<file path="src/rtl/ctl_byte_pkg.sv">
package ctl_byte_pkg;
   localparam int WORD_W = 8;
   localparam int CHAN_W = 3;
   localparam int MODE_W = 2;
   localparam int CHAN_LSB = 4;
   localparam int UNI_BIT = 3;
   localparam int SGL_BIT = 2;

   typedef enum logic [1:0] {
      FR_HUNT  = 2'd0,
      FR_SHIFT = 2'd1,
      FR_HELD  = 2'd2
   } fr_state_e;

   typedef enum logic [MODE_W-1:0] {
      PM_FULL_OFF = 2'b00,
      PM_FAST_OFF = 2'b01,
      PM_INT_CLK  = 2'b10,
      PM_EXT_CLK  = 2'b11
   } pmode_e;
endpackage

</file>
<file path="src/rtl/cbr_sync.sv">
module cbr_sync #(
   parameter int WIDTH  = 3,
   parameter int STAGES = 2
) (
   input  logic             clk,
   input  logic             rst_n,
   input  logic [WIDTH-1:0] async_i,
   output logic [WIDTH-1:0] sync_o
);
   if (STAGES < 2) begin : g_bad_stages
      $error("cbr_sync: STAGES must be at least 2");
   end
   if (WIDTH < 1) begin : g_bad_width
      $error("cbr_sync: WIDTH must be at least 1");
   end

   for (genvar b = 0; b < WIDTH; b++) begin : g_bit
      logic [STAGES-1:0] chain;
      always_ff @(posedge clk or negedge rst_n) begin
         if (!rst_n) chain <= '0;
         else        chain <= {chain[STAGES-2:0], async_i[b]};
      end
      assign sync_o[b] = chain[STAGES-1];
   end
endmodule

</file>
<file path="src/rtl/cbr_framer.sv">
module cbr_framer
   import ctl_byte_pkg::*;
#(
   parameter int W = WORD_W
) (
   input  logic         clk,
   input  logic         rst_n,
   input  logic         sel_s,
   input  logic         sclk_s,
   input  logic         sdi_s,
   output logic         word_vld_o,
   output logic [W-1:0] word_o
);
   localparam int CNT_W = $clog2(W);
   localparam logic [CNT_W-1:0] LAST = CNT_W'(W - 2);

   if (W < 3) begin : g_bad_w
      $error("cbr_framer: W must be at least 3");
   end

   fr_state_e        state;
   logic [CNT_W-1:0] cnt;
   logic [W-1:0]     shreg;
   logic             sclk_d;
   logic             rise;

   assign rise   = sclk_s & ~sclk_d;
   assign word_o = shreg;

   always_ff @(posedge clk or negedge rst_n) begin
      if (!rst_n) begin
         state      <= FR_HUNT;
         cnt        <= '0;
         shreg      <= '0;
         sclk_d     <= 1'b0;
         word_vld_o <= 1'b0;
      end else begin
         sclk_d     <= sclk_s;
         word_vld_o <= 1'b0;
         if (sel_s) begin
            state <= FR_HUNT;
            cnt   <= '0;
         end else if (rise) begin
            unique case (state)
               FR_HUNT: if (sdi_s) begin
                  shreg <= {{(W-1){1'b0}}, 1'b1};
                  cnt   <= '0;
                  state <= FR_SHIFT;
               end
               FR_SHIFT: begin
                  shreg <= {shreg[W-2:0], sdi_s};
                  cnt   <= cnt + 1'b1;
                  if (cnt == LAST) begin
                     state      <= FR_HELD;
                     word_vld_o <= 1'b1;
                  end
               end
               default: ;
            endcase
         end
      end
   end


   abort_no_vld_chk: assert property (@(posedge clk) disable iff (!rst_n)
      sel_s |=> !word_vld_o);

   vld_msb_chk: assert property (@(posedge clk) disable iff (!rst_n)
      word_vld_o |-> word_o[W-1]);

   held_stays_chk: assert property (@(posedge clk) disable iff (!rst_n)
      (state == FR_HELD && !sel_s) |=> (state == FR_HELD && !word_vld_o));
endmodule

</file>
<file path="src/rtl/cbr_decode.sv">
module cbr_decode
   import ctl_byte_pkg::*;
(
   input  logic              clk,
   input  logic              rst_n,
   input  logic              word_vld_i,
   input  logic [WORD_W-1:0] word_i,
   output logic [CHAN_W-1:0] chan_o,
   output logic              unipolar_o,
   output logic              single_o,
   output logic [MODE_W-1:0] pmode_o,
   output logic              conv_req_o
);
   if (CHAN_LSB + CHAN_W != WORD_W - 1) begin : g_bad_layout
      $error("cbr_decode: channel field must sit below the start bit");
   end

   always_ff @(posedge clk or negedge rst_n) begin
      if (!rst_n) begin
         chan_o     <= '0;
         unipolar_o <= 1'b1;
         single_o   <= 1'b1;
         pmode_o    <= PM_FULL_OFF;
         conv_req_o <= 1'b0;
      end else begin
         conv_req_o <= word_vld_i;
         if (word_vld_i) begin
            chan_o     <= word_i[CHAN_LSB +: CHAN_W];
            unipolar_o <= word_i[UNI_BIT];
            single_o   <= word_i[SGL_BIT];
            pmode_o    <= word_i[MODE_W-1:0];
         end
      end
   end


   req_single_chk: assert property (@(posedge clk) disable iff (!rst_n)
      conv_req_o |=> !conv_req_o);

   fields_hold_chk: assert property (@(posedge clk) disable iff (!rst_n)
      !conv_req_o |-> ($stable(chan_o) && $stable(unipolar_o)
                       && $stable(single_o) && $stable(pmode_o)));
endmodule

</file>
<file path="src/rtl/ctl_byte_rx.sv">
module ctl_byte_rx
   import ctl_byte_pkg::*;
#(
   parameter int SYNC_STAGES = 2
) (
   input  logic              clk,
   input  logic              rst_n,
   input  logic              sel_n_i,
   input  logic              sclk_i,
   input  logic              sdi_i,
   output logic [CHAN_W-1:0] chan_o,
   output logic              unipolar_o,
   output logic              single_o,
   output logic [MODE_W-1:0] pmode_o,
   output logic              conv_req_o
);
   logic [2:0]        sync_v;
   logic              word_vld;
   logic [WORD_W-1:0] word;

   cbr_sync #(.WIDTH(3), .STAGES(SYNC_STAGES)) u_sync (
      .clk     (clk),
      .rst_n   (rst_n),
      .async_i ({sel_n_i, sclk_i, sdi_i}),
      .sync_o  (sync_v)
   );

   cbr_framer #(.W(WORD_W)) u_framer (
      .clk        (clk),
      .rst_n      (rst_n),
      .sel_s      (sync_v[2]),
      .sclk_s     (sync_v[1]),
      .sdi_s      (sync_v[0]),
      .word_vld_o (word_vld),
      .word_o     (word)
   );

   cbr_decode u_decode (
      .clk        (clk),
      .rst_n      (rst_n),
      .word_vld_i (word_vld),
      .word_i     (word),
      .chan_o     (chan_o),
      .unipolar_o (unipolar_o),
      .single_o   (single_o),
      .pmode_o    (pmode_o),
      .conv_req_o (conv_req_o)
   );
endmodule

</file>
<file path="config.mk">
export PLATFORM = sky130hd
export DESIGN_NAME = ctl_byte_rx
export DESIGN_NICKNAME = d
export VERILOG_FILES = /design/src/rtl/ctl_byte_pkg.sv /design/src/rtl/cbr_sync.sv /design/src/rtl/cbr_framer.sv /design/src/rtl/cbr_decode.sv /design/src/rtl/ctl_byte_rx.sv
export SDC_FILE = /design/constraint.sdc
export NUM_CORES = 1
export LEC_CHECK = 0
export ABC_AREA = 1
export BUFFER_PORTS_ARGS = -buffer_cell sky130_fd_sc_hd__buf_4
export CAP_MARGIN = 20
export CORE_MARGIN = 2
export CORE_UTILIZATION = 59
export CTS_CLUSTER_DIAMETER = 60
export DETAILED_ROUTE_END_ITERATION = 6
export GPL_ROUTABILITY_DRIVEN = 0
export MAX_ROUTING_LAYER = met4
export PLACE_DENSITY = 0.81
export SLEW_MARGIN = 5
export SYNTH_ARGS = -nofsm -noshare
export SYNTH_HDL_FRONTEND = slang
export SYNTH_SLANG_ARGS = --single-unit
</file>
<file path="constraint.sdc">
create_clock -name clk -period 3.23 [get_ports clk]
set_clock_uncertainty 0.1 [all_clocks]
set_input_delay 0.323 -clock clk [delete_from_list [all_inputs] [get_ports clk]]
set_output_delay 0.323 -clock clk [all_outputs]
set_load 0.02 [all_outputs]
</file>
==> impl_metrics.csv <==
group,metric,value,unit
outcome,status,"complete, no violations",
worst_setup_path,reg2regPathDepth,6,
power,seq_power_share,0.570,
timing,worstMarginPinSlew,0.373,ns
worst_setup_path,crit_chain,"buf_4",
worst_setup_path,cp_max_fo,2,
grt,grt_max_degree,29,
grt,first_global_vias,578,
worst_hold_path,hold_path_class,"register to register",
cts,cts_tree,"yes",
logic_synthesis,synth_fa_ha_area_frac,0.0228,
logic_synthesis,ys.warnings.count,0,
power,peakVddDrop,0.484,mV
routing,vias,703,
worst_setup_path,worst-path-buf-inv,1,
routing,routed_wl,1.54,mm
timing,fin_crit,1.42,ns
cts,clockRootBuffer,"clkbuf_4",
worst_setup_path,cp.required,2.81,ns
logic_synthesis,synth_fp_nets,104,
grt,antenna_found_initial,0,
logic_synthesis,syn-cell-area,1100,sq um
timing,finalHoldViolations,0,
logic_synthesis,synth_seq_area_share,0.642,
cells_and_area,diodes,0,
floorplan,num_rows,15,
floorplan,die_x,47.1,um
logic_synthesis,avgSynthCellArea,11.3,sq um
cts,cts_sinks,28,
worst_hold_path,whs_path_depth,0,
worst_setup_path,cp_top_family,"flip-flops",
logic_synthesis,synthCells,97,
logic_synthesis,synth_xor_xnor_area_share,0.00799,
cts,clkLatencyLatePin,0.31,ns
power,power_frac_clock,0.212,
grt,grt_usage,0.167,
routing,drtPass1Iterations,4,
power,p_per_area,595,nW/um^2
worst_setup_path,worstSetupEndpointType,"output port",
place,dp_hpwl,1.11,mm
floorplan,pin_count,13,
timing,maxSlewViolCount,0,
cells_and_area,final_area,1290,sq um
cells_and_area,fin_nets,124,
cts,clkSlewWorstSetupHoldPaths,0.14,ns
timing,finalCritPeriodShare,0.440,
routing,antenna_left,0,
logic_synthesis,synth_mux_area_frac,0.0411,
timing,slew_headroom,0.752,
worst_setup_path,arrival,1.00,ns
timing,rsz0062_at_grt,"no",
power,power.share.switching,0.296,
cts,cts_resized,0,
grt,grt_first_pass_wirelength,2.44,mm
power,power.switching,227,uW
cts,numCtsBuffers,3,
worst_setup_path,worst-path-stages,1,
worst_setup_path,critPathSlowestCell,"dfstp_2",
worst_setup_path,slowest_delay,0.55,ns
floorplan,dieArea,2220,sq um
power,p_comb_frac,0.218,
timing,finalSetupViolations,0,
cts,clockBufferDepth,2,
place,place_area,1210,sq um
worst_setup_path,worst_setup_path_start_kind,"register",
grt,grt.overflow.total,0,
floorplan,die_h,47.1,um
run,maxCapViolations,0,
cts,htree_levels,1,
routing,drcViolationCount,0,
cells_and_area,syn_to_final_growth,17.6,%
floorplan,design.core.area,1750,sq um
cells_and_area,nFillCells,126,
floorplan,initial_core_util,0.628,
worst_setup_path,crit_type,"register to output port",
place,io_buffers,12,
cells_and_area,regArea,703,sq um
logic_synthesis,synth_simple_gate_area_frac,0.194,
logic_synthesis,synth_compound_area_frac,0.0605,
timing,final.setup.tns,0,ns
power,intPower,540,uW
cells_and_area,drive_gt1_frac,0.250,
logic_synthesis,ys_seq_elements,28,
routing,wl_per_cell,10.9,um
timing,clock.fmax,0.704,GHz
power,p_leak,0.000653,uW
logic_synthesis,ys_types,22,
cells_and_area,multi_input_area,358,sq um
routing,drtIter0Drc,20,
routing,vias_per_cell,4.99,
logic_synthesis,synth_top_family_by_area,"simple AND/OR/NAND/NOR gates",
-- cell usage in the layout (no fill, tap or decap), types with 2 or more instances in the layout --
cell,count
a21oi_1,4
buf_4,12
clkbuf_4,3
dfrtp_1,26
dfstp_2,2
dlygate4sd3_1,4
ha_1,2
inv_1,7
mux2_2,4
nand2_1,23
nand3_1,5
nand4_1,2
nor2_1,6
o21ai_1,5
-- metrics by stage --
step | worst slack [ns] | power, uW | hold WS, ns | util | std cells
3_3_place_gp | 2.03 | 604 | 0.151 | 0.695 | 133
5_1_grt | 1.76 | 812 | 0.276 | 0.738 | 141
6_report | 1.81 | 766 | 0.264 | 0.738 | 141
2_1_floorplan | 2.06 | 544 | -0.0726 | - | 97
3_5_place_dp | 1.99 | 609 | 0.152 | 0.695 | 133
4_1_cts | 1.80 | 775 | 0.267 | 0.738 | 141
-- flip-flops by register name (all words and copies together), names as in the netlist --
| register | count |
|---|---|
| u_framer.word_vld_o | 1 |
| u_framer.state | 2 |
| u_framer.sclk_d | 1 |
| u_framer.cnt | 3 |
| u_decode.single_o | 1 |
| u_decode.chan_o | 3 |
| u_framer.word_o | 7 |
| u_decode.conv_req_o | 1 |
| u_sync.g_bit.chain | 6 |
| u_decode.unipolar_o | 1 |
| u_decode.pmode_o | 2 |
-- synthesized netlist by cell type, drive strengths merged --
library cell,number,area [sq um]
o21ai,6,30.0
dfrtp,26,651
nand2,24,97.6
ha,2,25.0
a21oi,5,28.8
nor2,9,60.1
xor2,1,8.76
buf,1,5.00
mux2,4,45.0
nand4,2,12.5
nand3,6,42.5
o31ai,1,7.51
inv,8,30.0
dfstp,2,52.6
-- power by group through the flow --
| stage | Clock [uW] | Sequential (uW) | Combinational, uW |
|---|---|---|---|
| 2_1_floorplan | 0 | 464 | 80.3 |
| 3_3_place_gp | 0 | 441 | 163 |
| 3_5_place_dp | 0 | 444 | 165 |
| 4_1_cts | 168 | 437 | 169 |
| 5_1_grt | 182 | 444 | 187 |
| 6_report | 162 | 437 | 167 |
-- kinds of logic (layout without fill, tap and decap cells) --
kind of cell | Yosys count | count (layout)
muxes | 4 | 4
adders and majority gates | 2 | 2
DFF | 28 | 28
and+or+nand+nor | 41 | 41
xor gates and xnor gates | 1 | 1
buffers and inverters | 9 | 28
AOI/OAI and AO/OA | 12 | 12
-- path summary, 6_finish.rpt --
path                            slack (ns)                  endpoint                     start
worst max-delay path                  1.81                  single_o         u_decode.single_o
worst min register to register        0.26  u_sync.g_bit[2].chain[1]  u_sync.g_bit[2].chain[0]
min in group asynchronous             0.33           u_framer.sclk_d                     rst_n
worst min-delay path                  0.26  u_sync.g_bit[2].chain[1]  u_sync.g_bit[2].chain[0]
worst max register to register        1.96        u_framer.word_o[0]         u_framer.state[1]
max in group asynchronous             2.40         u_decode.single_o                     rst_n
-- metal layers --
layer / share of wire / GRT usage
met5: 0 / -
met4: 0.0052 / 0.0333
met3: 0.042 / 0.0462
met2: 0.48 / 0.236
met1: 0.47 / 0.245
-- what timing repair did --
item | in CTS | in global routing
setup buffers | 0 | 0
hold buffers | 4 | 0
endpoints found under the hold margin | 29 | 0
-- final cells by class --
| type | instances | share of cell area |
|---|---|---|
| sequential | 28 | 0.546 |
| multi-input combinational | 60 | 0.278 |
| tap | 25 | 0.0243 |
| timing repair buffer | 16 | 0.101 |
| inverter | 8 | 0.0233 |
| clock buffer | 4 | 0.0282 |
No activity file was read; power rests on OpenSTA's default activity.
